## src/rtl/otc_pkg.sv

```systemverilog
package otc_pkg;

    localparam int          AW        = 24;
    localparam int          BUSY_BIT  = 24;
    localparam logic [31:0] FILL_CMD  = 32'h1100_0002;
    localparam logic [AW-1:0] END_MARK = {AW{1'b1}};
    localparam logic [AW-1:0] STEP     = AW'(4);

    typedef enum logic [1:0] {
        SEL_ADDR  = 2'd0,
        SEL_COUNT = 2'd1,
        SEL_CTRL  = 2'd2,
        SEL_NONE  = 2'd3
    } sel_e;

    typedef enum logic {
        ST_IDLE = 1'b0,
        ST_FILL = 1'b1
    } st_e;

    typedef struct packed {
        logic [AW-1:0] addr;
        logic          last;
    } entry_t;

    function automatic logic [AW-1:0] link_of(input logic [AW-1:0] a);
        return a - STEP;
    endfunction

    function automatic logic [AW-1:0] word_align(input logic [31:0] a);
        return {a[AW-1:2], 2'b00};
    endfunction

    function automatic logic is_fill_cmd(input logic [31:0] c);
        return c == FILL_CMD;
    endfunction

endpackage

```

## src/rtl/otc_cfg_regs.sv

```systemverilog
module otc_cfg_regs
    import otc_pkg::*;
(
    input  logic        clk,
    input  logic        rst,
    input  logic        we,
    input  logic [1:0]  sel,
    input  logic [31:0] wdata,
    input  logic        fin,
    output logic [31:0] addr_q,
    output logic [31:0] cnt_q,
    output logic [31:0] ctrl_q,
    output logic        start_q
);

    logic busy;
    logic wr_ok;
    sel_e sel_d;

    assign busy  = ctrl_q[BUSY_BIT];
    assign wr_ok = we && !busy;
    assign sel_d = sel_e'(sel);

    always_ff @(posedge clk) begin
        if (rst) begin
            addr_q  <= '0;
            cnt_q   <= '0;
            ctrl_q  <= '0;
            start_q <= 1'b0;
        end else begin
            start_q <= 1'b0;
            if (wr_ok) begin
                case (sel_d)
                    SEL_ADDR:  addr_q <= wdata;
                    SEL_COUNT: cnt_q  <= wdata;
                    SEL_CTRL: begin
                        ctrl_q  <= wdata;
                        start_q <= wdata[BUSY_BIT];
                    end
                    default: ;
                endcase
            end
            if (fin) begin
                ctrl_q[BUSY_BIT] <= 1'b0;
            end
        end
    end

endmodule

```

## src/rtl/otc_entry_fmt.sv

```systemverilog
module otc_entry_fmt
    import otc_pkg::*;
(
    input  entry_t      ent,
    output logic [31:0] word
);

    logic [AW-1:0] payload;

    always_comb begin
        if (ent.last) begin
            payload = END_MARK;
        end else begin
            payload = link_of(ent.addr);
        end
        word = {{(32-AW){1'b0}}, payload};
    end

endmodule

```

## src/rtl/otc_fill_seq.sv

```systemverilog
module otc_fill_seq
    import otc_pkg::*;
#(
    parameter int            CNT_W     = 16,
    parameter logic [AW-1:0] MEM_LIMIT = 24'h20_0000
) (
    input  logic             clk,
    input  logic             rst,
    input  logic             start,
    input  logic [31:0]      cmd,
    input  logic [AW-1:0]    base,
    input  logic [CNT_W-1:0] cnt,
    input  logic             mem_ready,
    output logic             mem_req,
    output entry_t           ent,
    output logic             fin,
    output logic             irq
);

    localparam logic [CNT_W-1:0] ONE = CNT_W'(1);

    st_e              st;
    logic [AW-1:0]    cur;
    logic [CNT_W-1:0] left;
    logic             good;
    logic             last;
    logic             take;

    assign good    = is_fill_cmd(cmd) && (base < MEM_LIMIT) && (cnt != '0);
    assign last    = (left == ONE);
    assign mem_req = (st == ST_FILL);
    assign take    = mem_req && mem_ready;
    assign ent     = '{addr: cur, last: last};

    always_comb begin
        fin = 1'b0;
        if (st == ST_IDLE && start && !good) begin
            fin = 1'b1;
        end
        if (take && last) begin
            fin = 1'b1;
        end
    end

    always_ff @(posedge clk) begin
        if (rst) begin
            st   <= ST_IDLE;
            cur  <= '0;
            left <= '0;
            irq  <= 1'b0;
        end else begin
            irq <= fin;
            case (st)
                ST_IDLE: begin
                    if (start && good) begin
                        st   <= ST_FILL;
                        cur  <= base;
                        left <= cnt;
                    end
                end
                ST_FILL: begin
                    if (mem_ready) begin
                        cur  <= cur - STEP;
                        left <= left - ONE;
                        if (last) begin
                            st <= ST_IDLE;
                        end
                    end
                end
                default: st <= ST_IDLE;
            endcase
        end
    end

endmodule

```

## src/rtl/otc_clear_dma.sv

```systemverilog
module otc_clear_dma
    import otc_pkg::*;
#(
    parameter int            CNT_W     = 16,
    parameter logic [23:0]   MEM_LIMIT = 24'h20_0000
) (
    input  logic        clk,
    input  logic        rst,
    input  logic        cfg_we,
    input  logic [1:0]  cfg_sel,
    input  logic [31:0] cfg_wdata,
    output logic [31:0] addr_o,
    output logic [31:0] count_o,
    output logic [31:0] ctrl_o,
    output logic        mem_req,
    output logic [23:0] mem_addr,
    output logic [31:0] mem_wdata,
    input  logic        mem_ready,
    output logic        irq
);

    logic        start_q;
    logic        fin;
    entry_t      ent;
    logic [31:0] addr_q;
    logic [31:0] cnt_q;
    logic [31:0] ctrl_q;

    otc_cfg_regs u_regs (
        .clk     (clk),
        .rst     (rst),
        .we      (cfg_we),
        .sel     (cfg_sel),
        .wdata   (cfg_wdata),
        .fin     (fin),
        .addr_q  (addr_q),
        .cnt_q   (cnt_q),
        .ctrl_q  (ctrl_q),
        .start_q (start_q)
    );

    otc_fill_seq #(
        .CNT_W     (CNT_W),
        .MEM_LIMIT (MEM_LIMIT)
    ) u_seq (
        .clk       (clk),
        .rst       (rst),
        .start     (start_q),
        .cmd       (ctrl_q),
        .base      (word_align(addr_q)),
        .cnt       (cnt_q[CNT_W-1:0]),
        .mem_ready (mem_ready),
        .mem_req   (mem_req),
        .ent       (ent),
        .fin       (fin),
        .irq       (irq)
    );

    otc_entry_fmt u_fmt (
        .ent  (ent),
        .word (mem_wdata)
    );

    assign mem_addr = ent.addr;
    assign addr_o   = addr_q;
    assign count_o  = cnt_q;
    assign ctrl_o   = ctrl_q;

endmodule

```

## config.mk

```make
export PLATFORM = sky130hd
export DESIGN_NAME = otc_clear_dma
export DESIGN_NICKNAME = d
export VERILOG_FILES = /design/src/rtl/otc_pkg.sv /design/src/rtl/otc_cfg_regs.sv /design/src/rtl/otc_entry_fmt.sv /design/src/rtl/otc_fill_seq.sv /design/src/rtl/otc_clear_dma.sv
export SDC_FILE = /design/constraint.sdc
export NUM_CORES = 1
export LEC_CHECK = 0
export ABC_AREA = 1
export BUFFER_PORTS_ARGS = -buffer_cell sky130_fd_sc_hd__buf_2
export CORE_MARGIN = 2
export CORE_UTILIZATION = 30
export CTS_BUF_LIST = sky130_fd_sc_hd__clkbuf_16
export DETAILED_ROUTE_END_ITERATION = 10
export SKIP_CTS_REPAIR_TIMING = 1
export SYNTH_ARGS = -nofsm -noshare
export SYNTH_HDL_FRONTEND = slang
export SYNTH_SLANG_ARGS = --single-unit
```

## constraint.sdc

```tcl
create_clock -name clk -period 2.2 [get_ports clk]
set_clock_uncertainty 0.1 [all_clocks]
set_input_delay 0.33 -clock clk [delete_from_list [all_inputs] [get_ports clk]]
set_output_delay 0.33 -clock clk [all_outputs]
set_load 0.02 [all_outputs]
```

[Word level (Yosys, flattened, before mapping)]
Index checks and enable logic that the tools add are counted.
Storage, ports and cells
  word-level logic and storage cells: 52
  flip-flop bits (word level): 139
  input port bits: 38
  output and inout bits: 154
Cells by class
  order comparisons: 1
  reduce and logical (&&, ||, !) cells: 18
  add/subtract/negate cells: 2
  eq/ne operators: 6
  bitwise gates (word level): 3
  multiplexer cells: 13
Operators by type and width (count)
  2-to-1 mux 24 bit: 3
  one-hot mux 24 bit (2 select lines): 1
  == test 32 x 29 -> 1 bit (second input constant): 1
  2-to-1 mux 16 bit: 2
  one-hot mux 16 bit (2 select lines): 1
  less-than comparator 24 x 22 -> 1 bit (second input constant): 1
  subtractor 24 x 3 -> 24 bit (second input constant): 1
  == test 16 x 1 -> 1 bit (second input constant): 1
  nonzero test 16 bit: 1
  subtractor 16 x 1 -> 16 bit (second input constant): 1
  logical AND 1 bit: 8
  AND reduction 2 bit: 4
  2-to-1 mux 1 bit: 5
  != test 2 bit (second input constant): 2
  inverter 1 bit: 3
  OR reduction 3 bit: 1
  == test 2 x 1 -> 1 bit (second input constant): 1
  == test 2 bit (second input constant): 1
  zero test 1 bit: 2
  zero test 2 bit: 1
  one-hot mux 1 bit (2 select lines): 1
  OR reduction 2 bit: 1

[Logic depth before layout (Yosys ltp)]
  word-level depth: 8
  gate-level depth with buffers: 13

[By module]
A second synthesis with hierarchy kept.
Unflattened totals
  cell total of the unflattened synthesis: 1343
  area total of the unflattened synthesis: 8201.6 µm²
By module, submodules not included
  otc_cfg_regs: times used 1, cells each 569, area an instance 4037.6 µm²
  otc_fill_seq: times used 1, cells each 623, area an instance 3408.3 µm²
  otc_entry_fmt: times used 1, cells each 150, area an instance 752.0 µm²
  otc_clear_dma: times used 1, cells each 1, area an instance 3.8 µm²

[Worst setup path after synthesis]
OpenSTA, ideal clock, no wires.
  path kind: flip-flop to output port
  start: register u_seq.cur[6]
  end: output mem_wdata[9]
  data arrival time: 1.414 ns
  stages on the path, launching flop included: 6
  setup slack: 0.356 ns
  buffers on the path: 0
  path through: dfxtp_1 -> nor2_1 -> nand2_1 -> nor2_1 -> xor2_1 -> or2_2
Between the ends
  word-level cells in the longest chain between the ends: 2
Ends and longest elaborated chain
  start, declared: line otc_fill_seq.sv:23  | logic [AW-1:0] cur;
  start signal, assigned: line otc_fill_seq.sv:57  | cur <= base;
  start signal, assigned: line otc_fill_seq.sv:63  | cur <= cur - STEP;
  subtractor 24 x 3 -> 24 bit: line otc_pkg.sv:27  | return a - STEP;
  2-to-1 mux 24 bit: line otc_entry_fmt.sv:11  | if (ent.last) begin
  end, declared: line otc_clear_dma.sv:17  | output logic [31:0] mem_wdata,
No other way between the ends.

[Final worst setup path]
  start: register u_seq.cur[2]
  end: output mem_wdata[20]
Same word-level chain as after synthesis.

==> impl_metrics.ini <==
[outcome]
status = finished, violations left
violations = negative setup slack

[synth]
ys_ff_latch = 137
synth_warnings = 0
async_reset_ff_share_pct = 0
synth_ff_type = dfxtp_1
synth.avg_cell_area_um2 = 6.338
synth.top_cell.area_share_pct = 40.59
synthesis.area_um2 = 6756
synth_top_cell_by_area = dfxtp_1
netlist_instances = 1066
seq_area_frac_synth_pct = 40.59
synth-edff-count = 0
synth_cell_types = 30
synthTopCellsByCount = 285 x nor2_1, 213 x nand2_1, 137 x dfxtp_1, 115 x o21ai_0, 89 x nand3_1
synth.most_common_cell = nor2_1
yosys-top-cells-area = dfxtp_1 41%, nor2_1 16%, nand2_1 12%, o21ai_0 8.5%, nand3_1 6.6%

[clocking]
h-tree-depth = 4
cts_tree = built
numCtsBuffers = 17
clock_latency_ps = 430
cts_sinks = 137
cts_root_buf = clkbuf_16
clock_path_buffers = 2
clk_pin_slew_ps = 60

[setup_path]
worst-path-max-fanout = 4
end_kind = output pin
critical_path_arrival_ps = 1840
critPathKind = reg -> out
startpoint_type = flop
required_ps = 1770

[power]
peakVddDrop_uv = 341.3
power.density_nw_per_um2 = 654.9
p_comb_share_pct = 10.2
p_clk_share_pct = 45.7
seq_power_share_pct = 44.1
switchingPower_mw = 1.746
p_sw_share_pct = 29.14
p_int_mw = 4.247
leakagePower_nw = 4.794
power_mw = 5.993

[die]
die-height_um = 154.1
die_w_um = 154.1
dieArea_um2 = 23740
floorplan.rows = 54
io_pins = 192
start_util_pct = 30.77
core_um2 = 21960

[timing]
period_share_pct = 103.4
setup_violations = 18
fmax_ghz = 0.4398
drv_slew = 0
tightest_slew_ps = 750.0
worst_slack_ps = -73.83
max_slew_margin_pct = 49.94
rsz0062_at_grt = true
hold_viol = 0
min_period_ps = 2274

[cells_and_area]
multi_input_area_um2 = 3772
areaGrowthSynthToFinish_pct = 35.43
fillers = 2293
drive_gt1_share_pct = 26.13
instances_no_fill = 1541
seqCellArea_um2 = 2753
nets = 1287

[global_routing]
grt_pass1_vias = 6921
grt_max_degree = 40
grt_overflow_total = 0
grtUsageTotal_pct = 20.54
antenna_found_initial = 2
grt_pass1_wl_mm = 38.11

[placement]
hpwl_mm = 18.17
port_buffers = 181
dp.cells = 1500
gp_congestion = 0.9184

[drt]
drc = 0
vias_per_cell = 4.812
wl_per_cell_um = 16.01
ant_nets = 0
vias = 7416
dr.pass1.iters = 6
drt-total-wl_mm = 24.67
drt_iter0_markers = 545

[flow_run]
cap_violations = 0

[min_path]
hold_path_class = in -> reg
[worst max-delay path: stages (launching register included)]
cell     delay [ps]
dfxtp_4         350
inv_4            70
ha_4            150
nand2_2          60
inv_2           100
nand3_4         100
nor2_4          160
nand2_1          80
nand2_2          80
nand2_2          70
nand2_2          70
buf_6           110
[metrics by stage]
step / TNS [ps] / cell area (um^2) / util (%) / hold slack, ps / worst slack [ps]
2_1_floorplan: 0 / 6790 / - / 299.1 / 356.4
3_3_place_gp: 0 / 8013 / 36.49 / 353.4 / 192.3
3_5_place_dp: 0 / 8013 / 36.49 / 358.2 / 137.3
4_1_cts: -4506 / 8569 / 39.03 / 17.72 / -330.6
5_1_grt: -1727 / 9150 / 41.67 / 35.45 / -144.3
6_report: -288.4 / 9150 / 41.67 / 36.78 / -73.83
[cell usage in the layout, fill, tap and decap left out, types with 3 or more instances in the layout]
cell type  instances
nor2_1           274
nand2_1          196
buf_2            158
dfxtp_1          131
o21ai_0          113
nand3_1           71
inv_1             68
a21oi_1           43
buf_4             32
buf_6             23
clkbuf_16         18
nand2_2           11
conb_1            10
nand3_4            9
nand3_2            9
a21oi_2            9
inv_2              6
nor2_2             6
nand2_4            6
nor2_4             6
inv_6              6
xor2_1             5
dfxtp_2            5
a31oi_1            4
buf_12             4
nand4_1            3
clkinv_1           3
inv_8              3
clkinv_4           3
[state kept, by name, summed over array words and instances (netlist names)]
register / cells
u_seq.irq: 1
u_regs.cnt_q: 32
u_regs.ctrl_q: 32
u_seq.cur: 22
u_seq.left: 16
u_seq.mem_req: 1
u_regs.start_q: 1
u_regs.addr_q: 32
[final cells by class]
| cell class | instances | share of cell area (%) |
|---|---|---|
| sequential | 137 | 30.08 |
| clock inverter | 15 | 1.436 |
| timing repair buffer | 219 | 15.41 |
| inverter | 79 | 3.309 |
| tap | 280 | 3.829 |
| antenna | 2 | 0.05470 |
| clock buffer | 17 | 4.649 |
| multi-input combinational | 792 | 41.23 |
[routing by layer]
metal / global-route usage, % / vias to the layer above / wire [um]
met1: 26.73 / 3413 / 11310
met3: 4.369 / 43 / 1180
met4: 8.500 / 0 / 684
li1: - / 3732 / -
met2: 33.08 / 228 / 11500
met5: 0 / - / 0
[cell families after synthesis]
kind of cell | Yosys count | synth area share (%)
simple gates | 602 | 35.70
xor+xnor | 5 | 0.6481
fa+ha+maj | 3 | 0.5556
flops | 137 | 40.59
other cells | 1 | 0.05550
compound gates | 172 | 13.35
buf+inv | 146 | 9.092
[power by group through the flow]
stage	registers [mW]	clock network, mW	logic, mW
after CTS	2.64	2.78	0.613
after global routing	2.65	2.89	0.674
after floorplan	2.79	0	0.254
after global placement	2.69	0	0.610
after detailed placement	2.70	0	0.611
final	2.64	2.74	0.614
[worst paths after layout]
path | from | end | slack (ps) | depth (start not counted)
max | u_seq.cur[2] | mem_wdata[20] | -70 | 11
min reg2reg | u_regs.ctrl_q[29] | u_regs.ctrl_q[29] | 370 | 2
min | rst | u_seq.mem_req | 40 | 2
max reg2reg | u_seq.left[1] | u_seq.irq | 210 | 9
Note: power is estimated with default switching activity, not from simulation.
